===== config.mk =====
export PLATFORM = sky130hd
export DESIGN_NAME = pll_search_engine
export DESIGN_NICKNAME = d
export VERILOG_FILES = /design/src/rtl/pll_srch_pkg.sv /design/src/rtl/pll_srch_cursor.sv /design/src/rtl/pll_srch_eval.sv /design/src/rtl/pll_search_engine.sv
export SDC_FILE = /design/constraint.sdc
export NUM_CORES = 2
export LEC_CHECK = 0
export BUFFER_PORTS_ARGS = -buffer_cell sky130_fd_sc_hd__buf_2
export CELL_PAD_IN_SITES_DETAIL_PLACEMENT = 1
export CELL_PAD_IN_SITES_GLOBAL_PLACEMENT = 2
export CORE_MARGIN = 4
export CORE_UTILIZATION = 35
export CTS_CLUSTER_DIAMETER = 80
export CTS_CLUSTER_SIZE = 12
export DETAILED_ROUTE_END_ITERATION = 10
export GPL_TIMING_DRIVEN = 0
export PLACE_DENSITY = 0.89
export SYNTH_ARGS = -nofsm -noshare
export SYNTH_HDL_FRONTEND = slang
export SYNTH_SLANG_ARGS = --single-unit

===== constraint.sdc =====
create_clock -name clk_i -period 23.4 [get_ports clk_i]
set_clock_uncertainty 0.1 [all_clocks]
set_input_delay 0 -clock clk_i [delete_from_list [all_inputs] [get_ports clk_i]]
set_output_delay 0 -clock clk_i [all_outputs]
set_load 0.01 [all_outputs]

===== src/rtl/pll_srch_pkg.sv =====
package pll_srch_pkg;

  typedef enum logic [1:0] {
    ST_IDLE = 2'd0,
    ST_SCAN = 2'd1,
    ST_DONE = 2'd2
  } srch_state_e;

endpackage


===== src/rtl/pll_srch_cursor.sv =====
// Walks the candidate space: div1 outer (descending), div2 middle
// (descending), mul inner (ascending). last_o marks the final candidate.
module pll_srch_cursor #(
  parameter int MUL_MIN = 3,
  parameter int MUL_MAX = 1023,
  parameter int MUL_W   = 10,
  parameter int D1_HI   = 5,
  parameter int D1_LO   = 3,
  parameter int D1_W    = 3,
  parameter int D2_HI   = 3,
  parameter int D2_W    = 2
) (
  input  logic             clk_i,
  input  logic             rst_ni,
  input  logic             load_i,
  input  logic             step_i,
  output logic [MUL_W-1:0] mul_o,
  output logic [D1_W-1:0]  d1_o,
  output logic [D2_W-1:0]  d2_o,
  output logic             last_o
);

  logic mul_wrap_w;
  logic d2_wrap_w;

  assign mul_wrap_w = (mul_o == MUL_W'(MUL_MAX));
  assign d2_wrap_w  = (d2_o == '0);
  assign last_o     = mul_wrap_w && d2_wrap_w && (d1_o == D1_W'(D1_LO));

  always_ff @(posedge clk_i or negedge rst_ni) begin
    if (!rst_ni) begin
      mul_o <= MUL_W'(MUL_MIN);
      d1_o  <= D1_W'(D1_HI);
      d2_o  <= D2_W'(D2_HI);
    end else if (load_i) begin
      mul_o <= MUL_W'(MUL_MIN);
      d1_o  <= D1_W'(D1_HI);
      d2_o  <= D2_W'(D2_HI);
    end else if (step_i) begin
      if (mul_wrap_w) begin
        mul_o <= MUL_W'(MUL_MIN);
        if (d2_wrap_w) begin
          d2_o <= D2_W'(D2_HI);
          d1_o <= d1_o - D1_W'(1);
        end else begin
          d2_o <= d2_o - D2_W'(1);
        end
      end else begin
        mul_o <= mul_o + MUL_W'(1);
      end
    end
  end

endmodule


===== src/rtl/pll_srch_eval.sv =====
// Scores one candidate: floor(parent*mul/div1) >> div2, then compares
// it with the request and with the best kept so far.
module pll_srch_eval #(
  parameter int RATE_W = 32,
  parameter int MUL_W  = 10,
  parameter int D1_HI  = 5,
  parameter int D1_LO  = 3,
  parameter int D1_W   = 3,
  parameter int D2_W   = 2
) (
  input  logic [RATE_W-1:0] par_i,
  input  logic [RATE_W-1:0] req_i,
  input  logic [MUL_W-1:0]  mul_i,
  input  logic [D1_W-1:0]   d1_i,
  input  logic [D2_W-1:0]   d2_i,
  input  logic              best_v_i,
  input  logic [RATE_W-1:0] best_rate_i,
  output logic [RATE_W-1:0] cand_rate_o,
  output logic              fits_o,
  output logic              exact_o,
  output logic              better_o
);

  localparam int PROD_W = RATE_W + MUL_W;
  localparam int NUM_D1 = D1_HI - D1_LO + 1;

  function automatic logic [PROD_W-1:0] scale(input logic [RATE_W-1:0] p,
                                              input logic [MUL_W-1:0]  m);
    return PROD_W'(p) * PROD_W'(m);
  endfunction

  logic [PROD_W-1:0] prod_w;
  logic [PROD_W-1:0] quot_w [NUM_D1];
  logic [PROD_W-1:0] q1_w;
  logic [PROD_W-1:0] tclk_w;

  assign prod_w = scale(par_i, mul_i);

  // One constant-divisor path per legal div1 value.
  for (genvar g = 0; g < NUM_D1; g++) begin : g_div1
    assign quot_w[g] = prod_w / PROD_W'(D1_LO + g);
  end

  always_comb begin
    q1_w = '0;
    for (int k = 0; k < NUM_D1; k++) begin
      if (d1_i == D1_W'(D1_LO + k)) q1_w = quot_w[k];
    end
  end

  assign tclk_w      = q1_w >> d2_i;
  assign fits_o      = (tclk_w <= PROD_W'(req_i));
  assign cand_rate_o = tclk_w[RATE_W-1:0];
  assign exact_o     = fits_o && (tclk_w == PROD_W'(req_i));
  assign better_o    = fits_o && (!best_v_i || (cand_rate_o > best_rate_i));

endmodule


===== src/rtl/pll_search_engine.sv =====
module pll_search_engine
  import pll_srch_pkg::*;
#(
  parameter int RATE_W  = 32,
  parameter int MUL_MIN = 3,
  parameter int MUL_MAX = 1023,
  parameter int MUL_W   = 10,
  parameter int D1_HI   = 5,
  parameter int D1_LO   = 3,
  parameter int D1_W    = 3,
  parameter int D2_HI   = 3,
  parameter int D2_W    = 2
) (
  input  logic                        clk_i,
  input  logic                        rst_ni,
  input  logic                        start_i,
  input  logic [RATE_W-1:0]           parent_i,
  input  logic [RATE_W-1:0]           target_i,
  output logic                        busy_o,
  output logic                        done_o,
  output logic [MUL_W-1:0]            mul_o,
  output logic [D1_W-1:0]             div1_o,
  output logic [D2_W-1:0]             div2_o,
  output logic [MUL_W+D1_W+D2_W-1:0]  word_o,
  output logic [RATE_W-1:0]           rate_o,
  output logic                        exact_o,
  output logic                        none_o
);

  srch_state_e state_q;

  // Named internal events.
  logic accept_w, scan_w, stop_w, step_w;
  logic last_w, fits_w, exact_w, better_w;

  logic [RATE_W-1:0] par_q, req_q;
  logic [MUL_W-1:0]  cur_mul;
  logic [D1_W-1:0]   cur_d1;
  logic [D2_W-1:0]   cur_d2;
  logic [RATE_W-1:0] cand_rate_w;

  logic              best_v_q;
  logic [MUL_W-1:0]  best_mul_q;
  logic [D1_W-1:0]   best_d1_q;
  logic [D2_W-1:0]   best_d2_q;
  logic [RATE_W-1:0] best_rate_q;

  logic              fin_v_w;
  logic [MUL_W-1:0]  fin_mul_w;
  logic [D1_W-1:0]   fin_d1_w;
  logic [D2_W-1:0]   fin_d2_w;
  logic [RATE_W-1:0] fin_rate_w;

  assign accept_w = (state_q == ST_IDLE) && start_i;
  assign scan_w   = (state_q == ST_SCAN);
  assign stop_w   = scan_w && (exact_w || last_w);
  assign step_w   = scan_w && !stop_w;

  pll_srch_cursor #(
    .MUL_MIN(MUL_MIN), .MUL_MAX(MUL_MAX), .MUL_W(MUL_W),
    .D1_HI(D1_HI), .D1_LO(D1_LO), .D1_W(D1_W),
    .D2_HI(D2_HI), .D2_W(D2_W)
  ) u_cursor (
    .clk_i (clk_i),
    .rst_ni(rst_ni),
    .load_i(accept_w),
    .step_i(step_w),
    .mul_o (cur_mul),
    .d1_o  (cur_d1),
    .d2_o  (cur_d2),
    .last_o(last_w)
  );

  pll_srch_eval #(
    .RATE_W(RATE_W), .MUL_W(MUL_W),
    .D1_HI(D1_HI), .D1_LO(D1_LO), .D1_W(D1_W), .D2_W(D2_W)
  ) u_eval (
    .par_i      (par_q),
    .req_i      (req_q),
    .mul_i      (cur_mul),
    .d1_i       (cur_d1),
    .d2_i       (cur_d2),
    .best_v_i   (best_v_q),
    .best_rate_i(best_rate_q),
    .cand_rate_o(cand_rate_w),
    .fits_o     (fits_w),
    .exact_o    (exact_w),
    .better_o   (better_w)
  );

  // Best-so-far including the candidate under test this cycle.
  always_comb begin
    fin_v_w    = best_v_q || better_w;
    fin_mul_w  = better_w ? cur_mul     : best_mul_q;
    fin_d1_w   = better_w ? cur_d1      : best_d1_q;
    fin_d2_w   = better_w ? cur_d2      : best_d2_q;
    fin_rate_w = better_w ? cand_rate_w : best_rate_q;
  end

  always_ff @(posedge clk_i or negedge rst_ni) begin
    if (!rst_ni) begin
      state_q <= ST_IDLE;
    end else begin
      unique case (state_q)
        ST_IDLE: if (accept_w) state_q <= ST_SCAN;
        ST_SCAN: if (stop_w)   state_q <= ST_DONE;
        default:               state_q <= ST_IDLE;
      endcase
    end
  end

  always_ff @(posedge clk_i or negedge rst_ni) begin
    if (!rst_ni) begin
      par_q       <= '0;
      req_q       <= '0;
      best_v_q    <= 1'b0;
      best_mul_q  <= '0;
      best_d1_q   <= '0;
      best_d2_q   <= '0;
      best_rate_q <= '0;
    end else if (accept_w) begin
      par_q       <= parent_i;
      req_q       <= target_i;
      best_v_q    <= 1'b0;
      best_mul_q  <= '0;
      best_d1_q   <= '0;
      best_d2_q   <= '0;
      best_rate_q <= '0;
    end else if (scan_w) begin
      best_v_q    <= fin_v_w;
      best_mul_q  <= fin_mul_w;
      best_d1_q   <= fin_d1_w;
      best_d2_q   <= fin_d2_w;
      best_rate_q <= fin_rate_w;
    end
  end

  // Result registers: loaded only on the edge that ends a search.
  always_ff @(posedge clk_i or negedge rst_ni) begin
    if (!rst_ni) begin
      mul_o   <= '0;
      div1_o  <= '0;
      div2_o  <= '0;
      rate_o  <= '0;
      exact_o <= 1'b0;
      none_o  <= 1'b0;
    end else if (stop_w) begin
      mul_o   <= fin_mul_w;
      div1_o  <= fin_d1_w;
      div2_o  <= fin_d2_w;
      rate_o  <= fin_rate_w;
      exact_o <= exact_w;
      none_o  <= !fin_v_w;
    end
  end

  assign busy_o = (state_q != ST_IDLE);
  assign done_o = (state_q == ST_DONE);
  assign word_o = {div2_o, div1_o, mul_o};

endmodule


==> flow_metrics.tcl <==
set metrics [dict create \
    async_reset_ff_frac 1.00 \
    ys_warn_count 0 \
    syn_nets 4677 \
    drv_slew 0 \
    critical_path.max_stage_delay_ps 700 \
    fin_area_sq_mm 0.0415 \
    period_share 1.02 \
    hold_viol 0 \
    cp_max_fo 10 \
    grt_usage 0.276 \
    dp_cells 5531 \
    wl_microns 150000 \
    core-area_sq_mm 0.0900 \
    cts.sinks 178 \
    syn2layout_area_growth_pct 30.9 \
    grt_max_degree 95 \
    drive_above_1_share 0.249 \
    drtPass1Iterations 5 \
    ys_top_cells_by_count "652 x nand2_1, 324 x o21ai_0, 287 x inv_1, 252 x clkbuf_1, 251 x a21oi_1" \
    drc 0 \
    violations "setup timing" \
    synth_top_cell_area_share 0.150 \
    grt_pass1_vias 35900 \
    viasPerCell 6.22 \
    grt_antenna_before_repair 4 \
    cp-start-kind "flop" \
    rows 110 \
    io_buffers 132 \
    vias 36700 \
    rsz0062_at_grt "yes" \
    start_util 0.353 \
    synth-seq-cells 178 \
    ant_nets 0 \
    dieArea_sq_mm 0.0956 \
    drv_cap 0 \
    setup_ws_ps -415 \
    io_pins 133 \
    avgSynthCellArea_sq_um 7.52 \
    endpoint_kind "flop" \
    critPathArrivalTime_ps 24120 \
    grt_pass1_wl_microns 211000 \
    yosysUniqueCellTypes 127 \
    required_ps 23700 \
    drt_iter0_drc 3653 \
    slew_headroom 0.0171 \
    min_period_ps 23820 \
    clk_pin_slew_ps 90 \
    dp_hpwl_microns 103000 \
    cts_tree "yes" \
    yosysSeqAreaShare 0.141 \
    yosysMostFrequentCell "nand2_1" \
    crit_type "flop to flop" \
    nets 5166 \
    syn_area_sq_mm 0.0317 \
    dpl_cell_area_sq_mm 0.0339 \
    status "complete, but fails checks" \
    fp.dieW_microns 309 \
    synth_top_area_cell "fa_1" \
    setup_viol 94 \
    fmax_ghz 0.0420 \
    synthTopCellsByArea "fa_1 15%, dfrtp_1 14%, nand2_1 7.7%, ha_1 5.9%, o21ai_0 5.1%" \
    final_cell_count_no_fill 5901 \
    worst_slew_pin_slew_ps 1460 \
    worstSkewPairLatency_ps 490 \
    ys.flop_type "dfrtp_1" \
    synth_edf_count 0 \
    cts_made_buffers 17 \
    overflow 0 \
    cpMostUsedCell "buf_4" \
    critPathSlowestCell "dfstp_4" \
    h-tree-depth 4 \
    clockBufferDepth 2 \
    post_drt_wl_per_cell_microns 25.3 \
    gp_congestion 0.976 \
    syn-instance-count 4222 \
    fp.dieH_microns 309 \
    hold_class "primary input to async pin" \
    root_buffer "clkbuf_16" \
]
per-stage QoR:
stage	hold WS, ps	utilization	TNS, ps	setup WS (ps)
3_5_place_dp	-36.9	0.377	-508660	-5000
6_report	23.8	0.461	-27240	-415
5_1_grt	87.9	0.461	-76330	-902
4_1_cts	46.4	0.419	0	3.03
2_1_floorplan	-396	-	0	1210
3_3_place_gp	92.6	0.376	-477800	-4710
area by class of cell:
cell class / count / area [sq um]
Tap cell: 1176 / 1470
Clock inverter: 14 / 140
Multi-Input combinational cell: 3407 / 27900
Timing Repair Buffer: 490 / 3830
Sequential cell: 178 / 4480
Buffer: 327 / 2170
Inverter: 290 / 1090
Fill cell: 10900 / 48500
Clock buffer: 17 / 425
Antenna cell: 2 / 5.00
repair_timing:
action	4_1_cts	5_1_grt
hold endpoints to repair	148	0
gates resized for setup	443	620
pin swaps	100	237
endpoints found under the setup margin	114	114
buffers inserted	94	186
hold buffers	65	0
cloned	5	11
flip-flops by register name (all words and copies together) (netlist names):
signal	flops
u_cursor.d2_o	2
best_v_q	1
div1_o	3
best_mul_q	10
state_q	2
mul_o	10
u_cursor.d1_o	3
best_d1_q	3
u_cursor.mul_o	10
rate_o	32
par_q	32
none_o	1
div2_o	2
exact_o	1
best_d2_q	2
best_rate_q	32
req_q	32
path summary, 6_finish.rpt:
check / start / to / slack (ps) / cells after the start
max in group asynchronous: rst_ni / par_q[20] / 22160 / 3
min reg2reg: rate_o[28] / rate_o[28] / 400 / 2
max: u_cursor.mul_o[1] / best_rate_q[0] / -420 / 108
max reg2reg: u_cursor.mul_o[1] / best_rate_q[0] / -420 / 108
min in group clk_i: parent_i[11] / par_q[11] / 150 / 4
min: rst_ni / req_q[27] / 20 / 2
cells in the final DEF (no fill, tap or decap), types with 20 or more instances in the layout:
cell,count
a211oi_1,25
a21o_1,42
a21oi_1,208
a21oi_2,31
a221oi_1,20
a31oi_1,53
and2_1,191
and3_1,24
buf_2,154
buf_4,287
buf_6,46
buf_8,21
clkbuf_1,156
clkbuf_16,32
clkbuf_2,39
dfrtp_1,162
dlygate4sd3_1,65
fa_1,233
ha_1,137
inv_1,273
mux2i_1,72
mux2i_4,34
nand2_1,615
nand2_2,22
nand2b_1,22
nand3_1,110
nand4_1,61
nor2_1,224
nor3_1,61
o211ai_1,46
o21ai_0,223
o21ai_1,86
o21ai_2,45
o221ai_1,20
o22ai_1,22
or3_1,25
xnor2_1,53
xor2_1,30
critical path: cells and delay by family (launching register included):
family                   cells  cell delay, ps
AND/OR/NAND/NOR             26            4980
buffers and inverters       23            3250
flip-flops                   1             700
AO/OA/AOI/OAI               47           10200
adder cells (fa/ha/maj)      8            3480
multiplexers                 4             940
layer usage:
metal  wire (microns)  up-vias  GRT usage
met5                0        -          0
met3             9880      398     0.0270
li1                 -    16000          -
met2            70900     1716      0.456
met1            61300    18600      0.376
met4             7430        0      0.102
kinds of logic after synthesis:
kind of cell | Yosys count | share of synthesized area
simple gates | 1536 | 0.227
compound gates | 1253 | 0.269
buf+inv | 637 | 0.0823
fa+ha+maj | 390 | 0.210
flops | 178 | 0.141
mux | 139 | 0.0458
xor+xnor | 89 | 0.0254
Power is left out: the tool's default activity adds up to more than one toggle a clock period on the data nets, which glitch-free logic cannot reach.
